==> config.mk <==
export PLATFORM = sky130hd
export DESIGN_NAME = dual_class_intc
export DESIGN_NICKNAME = d
export VERILOG_FILES = /design/src/rtl/intc_pkg.sv /design/src/rtl/intc_regbank.sv /design/src/rtl/intc_prio_enc.sv /design/src/rtl/intc_readmux.sv /design/src/rtl/dual_class_intc.sv
export SDC_FILE = /design/constraint.sdc
export NUM_CORES = 1
export LEC_CHECK = 0
export ABC_AREA = 1
export BUFFER_PORTS_ARGS = -buffer_cell sky130_fd_sc_hd__buf_2
export CORE_AREA = 2 2 159 161
export DETAILED_ROUTE_END_ITERATION = 8
export DIE_AREA = 0 0 161 163
export PLACE_DENSITY = 0.84
export SYNTH_ARGS = -nofsm -noshare
export SYNTH_HDL_FRONTEND = slang
export SYNTH_SLANG_ARGS = --single-unit
export TNS_END_PERCENT = 10
==> constraint.sdc <==
create_clock -name clk -period 8.4 [get_ports clk]
set_input_delay 0 -clock clk [delete_from_list [all_inputs] [get_ports clk]]
set_output_delay 0 -clock clk [all_outputs]
set_load 0.1 [all_outputs]
==> src/rtl/intc_pkg.sv <==
// Package: shared definitions for the two-class interrupt controller.
// Assumes: class index 1 is the fast class, 0 the normal class.
package intc_pkg;
    typedef enum logic {
        CLS_NORM = 1'b0,
        CLS_FAST = 1'b1
    } cls_e;

    localparam int NUM_CLS = 2;
    // Encoded readout sits this many bits above bit 0 of the read word.
    localparam int CODE_SHIFT = 2;
endpackage

==> src/rtl/intc_regbank.sv <==
// Module: intc_regbank
// Holds the software-writable enable, steering and priority registers.
// Assumes: N_SRC is a multiple of DATA_W; the priority word fits in DATA_W.
// Writes take effect at the clock edge where bus_wr_i is high.
module intc_regbank #(
    parameter int N_SRC  = 64,
    parameter int DATA_W = 32,
    parameter int N_PROG = 8,
    parameter int LVL_W  = 3,
    parameter int ADDR_W = 4
) (
    input  logic                      clk,
    input  logic                      rst_n,
    input  logic                      wr_i,
    input  logic [ADDR_W-1:0]         addr_i,
    input  logic [DATA_W-1:0]         wdata_i,
    output logic [N_SRC-1:0]          en_o,
    output logic [N_SRC-1:0]          sel_o,
    output logic [N_PROG*LVL_W-1:0]   prio_o
);
    localparam int N_WORDS   = N_SRC / DATA_W;
    localparam int EN_BASE   = N_WORDS;
    localparam int SEL_BASE  = 2 * N_WORDS;
    localparam int PRIO_OFF  = 3 * N_WORDS;
    localparam int PRIO_W    = N_PROG * LVL_W;

    logic [N_SRC-1:0]  en_q;
    logic [N_SRC-1:0]  sel_q;
    logic [PRIO_W-1:0] prio_q;
    logic [PRIO_W-1:0] prio_rst;

    // Reset value of the priority word: level p for position p.
    always_comb begin
        prio_rst = '0;
        for (int p = 0; p < N_PROG; p++) begin
            prio_rst[p*LVL_W +: LVL_W] = LVL_W'(p);
        end
    end

    for (genvar w = 0; w < N_WORDS; w++) begin : g_word
        // Enable word w: cleared at reset, loaded on a matching write.
        always_ff @(posedge clk) begin
            if (!rst_n) begin
                en_q[w*DATA_W +: DATA_W] <= '0;
            end else if (wr_i && addr_i == ADDR_W'(EN_BASE + w)) begin
                en_q[w*DATA_W +: DATA_W] <= wdata_i;
            end
        end

        // Steering word w: cleared at reset, loaded on a matching write.
        always_ff @(posedge clk) begin
            if (!rst_n) begin
                sel_q[w*DATA_W +: DATA_W] <= '0;
            end else if (wr_i && addr_i == ADDR_W'(SEL_BASE + w)) begin
                sel_q[w*DATA_W +: DATA_W] <= wdata_i;
            end
        end
    end

    // Priority word: per-position levels, reset to the identity order.
    always_ff @(posedge clk) begin
        if (!rst_n) begin
            prio_q <= prio_rst;
        end else if (wr_i && addr_i == ADDR_W'(PRIO_OFF)) begin
            prio_q <= wdata_i[PRIO_W-1:0];
        end
    end

    assign en_o   = en_q;
    assign sel_o  = sel_q;
    assign prio_o = prio_q;
endmodule

==> src/rtl/intc_prio_enc.sv <==
// Module: intc_prio_enc
// Finds the most urgent set bit of one class's status view and returns
// its position plus one (zero when nothing is set).
// Assumes: positions below N_PROG take their urgency from prio_i, where a
// lower level wins and a tie goes to the lower position; all of them
// outrank higher positions, which use fixed lowest-number-first order.
module intc_prio_enc #(
    parameter int N_SRC  = 64,
    parameter int N_PROG = 8,
    parameter int LVL_W  = 3,
    parameter int POS_W  = $clog2(N_SRC),
    parameter int CODE_W = $clog2(N_SRC + 1)
) (
    input  logic [N_SRC-1:0]         st_i,
    input  logic [N_PROG*LVL_W-1:0]  prio_i,
    output logic [CODE_W-1:0]        code_o
);
    logic [LVL_W-1:0] lvl [N_PROG];
    logic             prog_hit;
    logic [LVL_W-1:0] best_lvl;
    logic [POS_W-1:0] best_pos;
    logic             fix_hit;
    logic [POS_W-1:0] fix_pos;

    for (genvar p = 0; p < N_PROG; p++) begin : g_lvl
        assign lvl[p] = prio_i[p*LVL_W +: LVL_W];
    end

    // Programmable group: strict compare keeps the lower position on ties.
    always_comb begin
        prog_hit = 1'b0;
        best_lvl = '0;
        best_pos = '0;
        for (int i = 0; i < N_PROG; i++) begin
            if (st_i[i] && (!prog_hit || lvl[i] < best_lvl)) begin
                prog_hit = 1'b1;
                best_lvl = lvl[i];
                best_pos = POS_W'(i);
            end
        end
    end

    // Fixed group: scan downward so the lowest set position is kept last.
    always_comb begin
        fix_hit = 1'b0;
        fix_pos = '0;
        for (int i = N_SRC - 1; i >= N_PROG; i--) begin
            if (st_i[i]) begin
                fix_hit = 1'b1;
                fix_pos = POS_W'(i);
            end
        end
    end

    // Merge: the programmable group outranks the fixed group.
    always_comb begin
        if (prog_hit) begin
            code_o = CODE_W'(best_pos) + CODE_W'(1);
        end else if (fix_hit) begin
            code_o = CODE_W'(fix_pos) + CODE_W'(1);
        end else begin
            code_o = '0;
        end
    end
endmodule

==> src/rtl/intc_readmux.sv <==
// Module: intc_readmux
// Selects the addressed register and registers it onto the read bus.
// Assumes: read data updates only on a read strobe and holds otherwise;
// unmapped offsets return zero.
module intc_readmux #(
    parameter int N_SRC  = 64,
    parameter int DATA_W = 32,
    parameter int PRIO_W = 24,
    parameter int CODE_W = 7,
    parameter int ADDR_W = 4
) (
    input  logic                  clk,
    input  logic                  rst_n,
    input  logic                  rd_i,
    input  logic [ADDR_W-1:0]     addr_i,
    input  logic [N_SRC-1:0]      raw_i,
    input  logic [N_SRC-1:0]      en_i,
    input  logic [N_SRC-1:0]      sel_i,
    input  logic [PRIO_W-1:0]     prio_i,
    input  logic [N_SRC-1:0]      fast_st_i,
    input  logic [N_SRC-1:0]      norm_st_i,
    input  logic [CODE_W-1:0]     fast_code_i,
    input  logic [CODE_W-1:0]     norm_code_i,
    output logic [DATA_W-1:0]     rdata_o
);
    import intc_pkg::*;

    localparam int N_WORDS   = N_SRC / DATA_W;
    localparam int RAW_BASE  = 0;
    localparam int EN_BASE   = N_WORDS;
    localparam int SEL_BASE  = 2 * N_WORDS;
    localparam int PRIO_OFF  = 3 * N_WORDS;
    localparam int FST_BASE  = 3 * N_WORDS + 1;
    localparam int NST_BASE  = 4 * N_WORDS + 1;
    localparam int FENC_OFF  = 5 * N_WORDS + 1;
    localparam int NENC_OFF  = 5 * N_WORDS + 2;

    logic [DATA_W-1:0] mux_d;
    logic [DATA_W-1:0] rdata_q;

    // Address decode: word views first, then the single-word registers.
    always_comb begin
        mux_d = '0;
        for (int w = 0; w < N_WORDS; w++) begin
            if (addr_i == ADDR_W'(RAW_BASE + w)) mux_d = raw_i[w*DATA_W +: DATA_W];
            if (addr_i == ADDR_W'(EN_BASE + w))  mux_d = en_i[w*DATA_W +: DATA_W];
            if (addr_i == ADDR_W'(SEL_BASE + w)) mux_d = sel_i[w*DATA_W +: DATA_W];
            if (addr_i == ADDR_W'(FST_BASE + w)) mux_d = fast_st_i[w*DATA_W +: DATA_W];
            if (addr_i == ADDR_W'(NST_BASE + w)) mux_d = norm_st_i[w*DATA_W +: DATA_W];
        end
        if (addr_i == ADDR_W'(PRIO_OFF)) mux_d = DATA_W'(prio_i);
        if (addr_i == ADDR_W'(FENC_OFF)) mux_d = DATA_W'({fast_code_i, {CODE_SHIFT{1'b0}}});
        if (addr_i == ADDR_W'(NENC_OFF)) mux_d = DATA_W'({norm_code_i, {CODE_SHIFT{1'b0}}});
    end

    // Read data register: loads on a read strobe, holds otherwise.
    always_ff @(posedge clk) begin
        if (!rst_n) begin
            rdata_q <= '0;
        end else if (rd_i) begin
            rdata_q <= mux_d;
        end
    end

    assign rdata_o = rdata_q;
endmodule

==> src/rtl/dual_class_intc.sv <==
// Module: dual_class_intc (top)
// Samples level-sensitive sources, masks them into fast and normal status
// views, encodes the most urgent position of each class and drives one
// registered request line per class.
// Assumes: sources are held high by their devices until serviced; nothing
// is latched internally; N_SRC is a multiple of DATA_W.
module dual_class_intc #(
    parameter int N_SRC  = 64,
    parameter int DATA_W = 32,
    parameter int N_PROG = 8,
    parameter int LVL_W  = $clog2(N_PROG),
    parameter int ADDR_W = 4
) (
    input  logic              clk,
    input  logic              rst_n,
    input  logic [63:0]       src_i,
    input  logic              bus_wr_i,
    input  logic              bus_rd_i,
    input  logic [3:0]        bus_addr_i,
    input  logic [31:0]       bus_wdata_i,
    output logic [31:0]       bus_rdata_o,
    output logic              fiq_o,
    output logic              irq_o
);
    import intc_pkg::*;

    localparam int PRIO_W = N_PROG * LVL_W;
    localparam int POS_W  = $clog2(N_SRC);
    localparam int CODE_W = $clog2(N_SRC + 1);

    logic [N_SRC-1:0]   raw_q;
    logic [N_SRC-1:0]   en_q;
    logic [N_SRC-1:0]   sel_q;
    logic [PRIO_W-1:0]  prio_q;
    logic [N_SRC-1:0]   cls_st   [NUM_CLS];
    logic [CODE_W-1:0]  cls_code [NUM_CLS];
    logic [NUM_CLS-1:0] req_q;
    logic [N_SRC-1:0]   fast_st;
    logic [N_SRC-1:0]   norm_st;
    logic [CODE_W-1:0]  fast_code;
    logic [CODE_W-1:0]  norm_code;

    // Source sampling: one register stage, cleared at reset, no latching.
    always_ff @(posedge clk) begin
        if (!rst_n) begin
            raw_q <= '0;
        end else begin
            raw_q <= src_i;
        end
    end

    intc_regbank #(
        .N_SRC (N_SRC),
        .DATA_W(DATA_W),
        .N_PROG(N_PROG),
        .LVL_W (LVL_W),
        .ADDR_W(ADDR_W)
    ) u_regbank (
        .clk    (clk),
        .rst_n  (rst_n),
        .wr_i   (bus_wr_i),
        .addr_i (bus_addr_i),
        .wdata_i(bus_wdata_i),
        .en_o   (en_q),
        .sel_o  (sel_q),
        .prio_o (prio_q)
    );

    // Class masking: steering bit 1 selects fast, 0 selects normal.
    assign cls_st[CLS_FAST] = raw_q & en_q & sel_q;
    assign cls_st[CLS_NORM] = raw_q & en_q & ~sel_q;

    for (genvar c = 0; c < NUM_CLS; c++) begin : g_cls
        intc_prio_enc #(
            .N_SRC (N_SRC),
            .N_PROG(N_PROG),
            .LVL_W (LVL_W),
            .POS_W (POS_W),
            .CODE_W(CODE_W)
        ) u_enc (
            .st_i  (cls_st[c]),
            .prio_i(prio_q),
            .code_o(cls_code[c])
        );

        // Class request: registered OR of the class status view.
        always_ff @(posedge clk) begin
            if (!rst_n) begin
                req_q[c] <= 1'b0;
            end else begin
                req_q[c] <= |cls_st[c];
            end
        end
    end

    assign fast_st   = cls_st[CLS_FAST];
    assign norm_st   = cls_st[CLS_NORM];
    assign fast_code = cls_code[CLS_FAST];
    assign norm_code = cls_code[CLS_NORM];

    intc_readmux #(
        .N_SRC (N_SRC),
        .DATA_W(DATA_W),
        .PRIO_W(PRIO_W),
        .CODE_W(CODE_W),
        .ADDR_W(ADDR_W)
    ) u_readmux (
        .clk        (clk),
        .rst_n      (rst_n),
        .rd_i       (bus_rd_i),
        .addr_i     (bus_addr_i),
        .raw_i      (raw_q),
        .en_i       (en_q),
        .sel_i      (sel_q),
        .prio_i     (prio_q),
        .fast_st_i  (fast_st),
        .norm_st_i  (norm_st),
        .fast_code_i(fast_code),
        .norm_code_i(norm_code),
        .rdata_o    (bus_rdata_o)
    );

    assign fiq_o = req_q[CLS_FAST];
    assign irq_o = req_q[CLS_NORM];
endmodule

==> impl_metrics.toml, run 1 <==
[global_route]
grt_antenna_before_repair = 2
grt_pass1_vias = 16600
largest_net_degree_at_the_start_of_global_routing = 77
gr-usage-all-layers_pct = 45.3
grt_first_pass_wirelength_um = 91600
gr-total-overflow = 0

[layout]
final_area_um2 = 17600
final_common_cell = "sky130_fd_sc_hd__nand2_1"
diodes = 0
final_net_count = 2638
mostFrequentLayoutCells = "sky130_fd_sc_hd__nand2_1 (484), sky130_fd_sc_hd__inv_1 (359), sky130_fd_sc_hd__a21oi_1 (260)"
drive_above_1_share_pct = 10.7
synthToLayoutAreaGrowth_pct = 20.6

[synth]
synth_enable_flop_cells = 0
synth_compound_gate_area_share_pct = 24.1
synth_simple_gate_area_share_pct = 26.7
synthesis.area_per_instance_um2 = 6.34
synth_fa_ha_area_share_pct = 2.75
postSynthRegisterBits = 250
yosys-mux-area-fraction_pct = 0
synthCells = 2294
synth-async-reset-ratio_pct = 0
mappedNetlistNets = 2430
synth_top_family_by_area = "simple AND/OR/NAND/NOR gates"
netlist_area_um2 = 14600
yosys_most_used_dff = "sky130_fd_sc_hd__dfxtp_1"
number_of_distinct_library_cell_variants_in_the_gate_level_netlist_after_synthesis = 46
post_synthesis_sequential_area_ratio_pct = 34.4
yosys_warnings = 0
synth_xor_area_share_pct = 0

[sta]
final_slew_violations = 0
period_needed_ns = 7.70
slew-limit-headroom_pct = 17.6
max_slew.worst_pin.slew_ns = 1.23
final.period_utilization_pct = 91.7
worst_clock_skew_ns = 0.0320
peak_freq_mhz = 130
finalSetupViolations = 0
finalHoldWorstSlack_ns = 0.0533
final_hold_viol_count = 0
final_ws_setup_ns = 0.698

[setup_path]
critPathLaunchType = "flop"
critical_path.most_common_cell = "sky130_fd_sc_hd__nand2_1"
critPathCaptureType = "flop"
path_max_fanout = 9
master_of_the_slowest_instance_on_the_critical_path = "sky130_fd_sc_hd__dfxtp_2"
rr_worst_depth = 54
worst-endpoint-required_ns = 8.80
cp.arrival_ns = 8.11
type_of_the_worst_setup_path = "reg -> reg"
timing.critical_path.slowest_cell_delay_ns = 0.38

[floorplanning]
initial_utilization_pct = 59.0
overall_die_height_um = 163
core_region_area_um2 = 24700
ios = 138
floorplan.die_area_um2 = 26200
placement_rows = 58
die_width_um = 161

[placement]
dpl.hpwl_um = 41500
post_dp_cell_area_um2 = 15500
detailedPlace.worstSlack_ns = 0.273
gpl.final_weighted_congestion = 1.02
placement.io_buffers = 137

[status]
outcome = "finished, final reports clean"

[routing]
drtIter0Drc = 2606
vias = 17600
wl_um = 61000
antenna_violating_nets_post_route = 0
wire_per_inst_um = 21.4
drt_pass1_iterations = 6
drt-vias-per-instance = 6.18
drt_drc_violations_left = 0

[clocking]
clkSinkCount = 250
cts_root_buffer = "sky130_fd_sc_hd__clkbuf_16"
worst_skew_pair_latency_ns = 0.57
num_cts_buffers = 27
cts.htree.levels = 1
cts_tree = "built"
worst_setup_hold_path_clk_slew_ns = 0.07
clockBufferDepth = 3

[min_path]
worstHoldPathCells = 4
min_path_type = "in -> reg"

[flow_run]
max_cap_violations = 0

[power]
power.density_cell_area_nw_per_um2 = 167
worst_ir_drop_vdd_v = 0.000196
power.leakage_nw = 7.91
==> per-stage QoR <==
stage / instances / power [mW] / utilization, % / TNS (ns)
3_5_place_dp: 2694 / 1.62 / 62.9 / 0
5_1_grt: 2853 / 2.99 / 71.1 / -0.00624
4_1_cts: 2849 / 2.89 / 70.9 / 0
2_1_floorplan: 2294 / 1.49 / - / 0
6_report: 2853 / 2.92 / 71.1 / 0
3_3_place_gp: 2694 / 1.61 / 62.9 / 0
==> sequential cells by signal, summed over array words and instances (netlist names) <==
register and cells:
irq_o 1, u_regbank.prio_o 24, raw_q 64, u_readmux.rdata_o 32, fiq_o 1, u_regbank.en_o 64, u_regbank.sel_o 64
==> layer usage <==
layer | GRT usage, % | vias up | wire (um)
met1 | 52.6 | 7973 | 21600
met4 | 37.3 | 4 | 5870
li1 | - | 8002 | -
met2 | 73.5 | 1311 | 27100
met5 | 0 | - | 20
met3 | 7.87 | 328 | 6430
==> final timing paths <==
| path | slack [ns] | end | from |
|---|---|---|---|
| max | 0.70 | u_readmux.rdata_o[3] | raw_q[0] |
| min | 0.05 | u_regbank.sel_o[29] | bus_wr_i |
| max reg2reg | 0.70 | u_readmux.rdata_o[3] | raw_q[0] |
| min reg2reg | 0.46 | u_readmux.rdata_o[15] | u_readmux.rdata_o[15] |
==> where the power goes <==
group,internal (mW),switching (mW)
sequential,1.22,0.0277
clock,0.736,0.531
combinational,0.122,0.281
==> layout make-up <==
| cell class | instances | area, um^2 |
|---|---|---|
| Multi-Input combinational cell | 1581 | 7830 |
| Fill cell | 2028 | 7120 |
| Sequential cell | 250 | 5010 |
| Timing Repair Buffer | 278 | 2010 |
| Inverter | 364 | 1370 |
| Clock buffer | 34 | 722 |
| Tap cell | 330 | 413 |
| Clock inverter | 16 | 204 |
==> timing repair <==
| item | 4_1_cts | 5_1_grt |
|---|---|---|
| hold endpoints to repair | 216 | 0 |
| setup buffers | 0 | 4 |
| setup endpoints to repair | 0 | 4 |
| gates resized for setup | 0 | 28 |
| hold buffers | 105 | 0 |
==> cell usage after synthesis, drive strengths merged, types with 19 or more instances <==
cell,number,share of area [%]
a21oi,261,9.0
clkbuf,94,2.4
dfxtp,250,34
ha,32,2.8
inv,362,9.3
nand2,517,14
nand3,140,4.9
nor2,152,4.0
nor3,89,3.1
o21ai,249,8.6
o221ai,19,1.1
o22ai,30,1.3
==> kinds of logic after synthesis <==
logic type	Yosys count
buffers and inverters	463
flip-flops	250
adder cells (fa/ha/maj)	32
AND/OR/NAND/NOR	913
AO/OA/AOI/OAI	636
==> worst max-delay path: cells and delay by family (launching register included) <==
family          cells  cell delay, ns
simple gates       29            2.49
compound gates     16            2.32
fa+ha+maj           8            2.31
flops               1            0.38
buf+inv             1            0.04
Power figures use the tool's default switching activity.
==> run 2: changes to the inputs <==
Settings changed: BUFFER_PORTS_ARGS -buffer_cell sky130_fd_sc_hd__buf_2 to -buffer_cell sky130_fd_sc_hd__buf_4.
==> run 2 against run 1 <==
  * Clock-buffer cell count increased by 10
  * Routed wire length decreased by 2.6%
  * Clock power increased by 3%
  * Clock skew decreased by 0.0042 ns
  * Global-route usage decreased by 0.91 points
  * Sequential power about the same
  * Final cell count decreased by 0.18%
  * Maximum frequency increased by 0.37%
  * Largest cell class unchanged
  * Combinational power increased by 3%
  * Power increased by 1.9%
==> impl_metrics.toml, run 2 (synthesis gave the netlist of run 1 again) <==
[placement]
dpl.hpwl_um = 40900
gpl.final_weighted_congestion = 1.01
dpl.cell_count = 2692
detailedPlace.worstSlack_ns = 0.307
post_dp_cell_area_um2 = 15800
placement.io_buffers = 137

[setup_path]
critical_path.most_common_cell = "sky130_fd_sc_hd__nand2_1"
timing.critical_path.slowest_cell_delay_ns = 0.37
worst_r2r_endpoint = "u_readmux.rdata_o[3]"
type_of_the_worst_setup_path = "reg -> reg"
critPathCaptureType = "flop"
cp_top_family = "simple AND/OR/NAND/NOR gates"
master_of_the_slowest_instance_on_the_critical_path = "sky130_fd_sc_hd__dfxtp_2"
rr_worst_depth = 58
path_max_fanout = 9
critPathLaunchType = "flop"
r2r_start = "raw_q[0]"
worst-path-buf-inv = 2
worst-endpoint-required_ns = 8.78
r2r_setup_slack_ns = 0.73
cp.arrival_ns = 8.06

[floorplanning]
die_width_um = 161
core_region_area_um2 = 24700
initial_utilization_pct = 59.0
floorplan.die_area_um2 = 26200
overall_die_height_um = 163
ios = 138
placement_rows = 58

[layout]
final_common_cell = "sky130_fd_sc_hd__nand2_1"
diodes = 0
mostFrequentLayoutCells = "sky130_fd_sc_hd__nand2_1 (484), sky130_fd_sc_hd__inv_1 (359), sky130_fd_sc_hd__a21oi_1 (258)"
final_net_count = 2632
drive_above_1_share_pct = 10.9
final_area_um2 = 17900
synthToLayoutAreaGrowth_pct = 23.1
instances_no_fill = 2848
fillers = 2015

[power]
worst_ir_drop_vdd_v = 0.000170
power.leakage_nw = 8.02
power.density_cell_area_nw_per_um2 = 166

[global_route]
gr-usage-all-layers_pct = 44.4
grt_pass1_vias = 16500
gr-total-overflow = 0
largest_net_degree_at_the_start_of_global_routing = 103
grt_first_pass_wirelength_um = 90200
grt_antenna_before_repair = 1

[flow_run]
max_cap_violations = 0

[sta]
slew-limit-headroom_pct = 18.2
final_hold_viol_count = 0
max_slew.worst_pin.slew_ns = 1.22
finalSetupViolations = 0
final_ws_setup_ns = 0.726
final.period_utilization_pct = 91.4
final_slew_violations = 0
worst_clock_skew_ns = 0.0278
period_needed_ns = 7.67
peak_freq_mhz = 130

[routing]
drt_pass1_iterations = 9
drt_drc_violations_left = 0
drt-vias-per-instance = 6.06
drtIter0Drc = 2149
wire_per_inst_um = 20.8
vias = 17200
antenna_violating_nets_post_route = 0
wl_um = 59400

[clocking]
cts_root_buffer = "sky130_fd_sc_hd__clkbuf_16"
clkSinkCount = 250
cts.htree.levels = 1
num_cts_buffers = 28
worst_setup_hold_path_clk_slew_ns = 0.07
cts_tree = "built"
clockBufferDepth = 3
worst_skew_pair_latency_ns = 0.57

[min_path]
hold_start = "rst_n"
worst_case_hold_path_end_point = "raw_q[14]"
worstHoldPathCells = 3
min_path_type = "in -> reg"

[status]
outcome = "finished, final reports clean"
## run 2: cell count changes in the layout (fill, tap and decap cells not counted)
cell                            previous run  this run
sky130_fd_sc_hd__bufinv_16                 4         2
sky130_fd_sc_hd__clkinv_8                  0         1
sky130_fd_sc_hd__clkbuf_16                27        28
sky130_fd_sc_hd__clkinvlp_4                4         0
sky130_fd_sc_hd__buf_2                   136         0
sky130_fd_sc_hd__o21ai_2                   3         5
sky130_fd_sc_hd__a21oi_1                 260       258
sky130_fd_sc_hd__o21ai_1                  22        20
sky130_fd_sc_hd__buf_4                    37       170
sky130_fd_sc_hd__clkbuf_8                  2        12
sky130_fd_sc_hd__clkinv_2                  5         2
sky130_fd_sc_hd__clkbuf_1                  5         4
sky130_fd_sc_hd__dlygate4sd3_1           105       101
sky130_fd_sc_hd__a21oi_2                   1         3
## run 2: worst max-delay path by stage
stage,from,end,slack [ns],depth (start not counted)
2_1_floorplan,raw_q[0],u_readmux.rdata_o[3],1.22,52
3_3_place_gp,raw_q[0],u_readmux.rdata_o[3],0.64,52
3_5_place_dp,u_regbank.en_o[0],u_readmux.rdata_o[3],0.31,54
4_1_cts,u_regbank.en_o[0],u_readmux.rdata_o[3],0.22,54
5_1_grt,u_regbank.en_o[0],u_readmux.rdata_o[3],-0.02,59
6_report,raw_q[0],u_readmux.rdata_o[3],0.73,58
## run 2: area by class of cell
cell class | count | area, um^2 | share of cell area (%)
clock buffers | 44 | 881 | 4.92
clock inverters | 8 | 115 | 0.643
inverters | 364 | 1370 | 7.63
multi-input cells | 1581 | 7840 | 43.8
flip-flops and latches | 250 | 5010 | 28.0
well taps | 330 | 413 | 2.30
repair buffers | 271 | 2290 | 12.8
## run 2: stage by stage
stage	hold slack (ns)	TNS (ns)	util [%]	power (mW)
after floorplan	0.0976	0	-	1.49
after global placement	0.180	0	64.2	1.63
after detailed placement	0.185	0	64.2	1.64
after CTS	0.0106	0	72.4	2.95
after global routing	0.0751	-0.0250	72.6	3.05
final	0.0189	0	72.6	2.98
## run 2: worst reg2reg max path, delay by kind of cell, from the launching register on
| kind | cells | cell delay (ns) |
|---|---|---|
| AO/OA/AOI/OAI | 14 | 1.79 |
| adder cells (fa/ha/maj) | 8 | 2.39 |
| buffers and inverters | 2 | 0.08 |
| flip-flops | 1 | 0.37 |
| AND/OR/NAND/NOR | 34 | 2.85 |
## run 2: report_power, final
group          internal (mW)  total [mW]  leakage [nW]  switching [mW]
combinational          0.138       0.415          5.49           0.277
clock                  0.783        1.31         0.494           0.527
sequential              1.23        1.25          2.04          0.0290
total                   2.15        2.98          8.02           0.833
## run 2: per-layer routing
| layer | GRT usage, % | routed length [um] | share of wire [%] |
|---|---|---|---|
| met5 | 0 | 0 | 0 |
| met4 | 36.2 | 5810 | 9.8 |
| met3 | 7.51 | 5990 | 10 |
| met2 | 71.2 | 26100 | 44 |
| met1 | 52.5 | 21400 | 36 |
## run 2: repair_timing
action                                  in CTS  in global routing
setup buffers                                0                  3
endpoints found under the hold margin      237                  0
hold buffers                               101                  0
endpoints found under the setup margin       0                  4
resized for setup                            0                 32
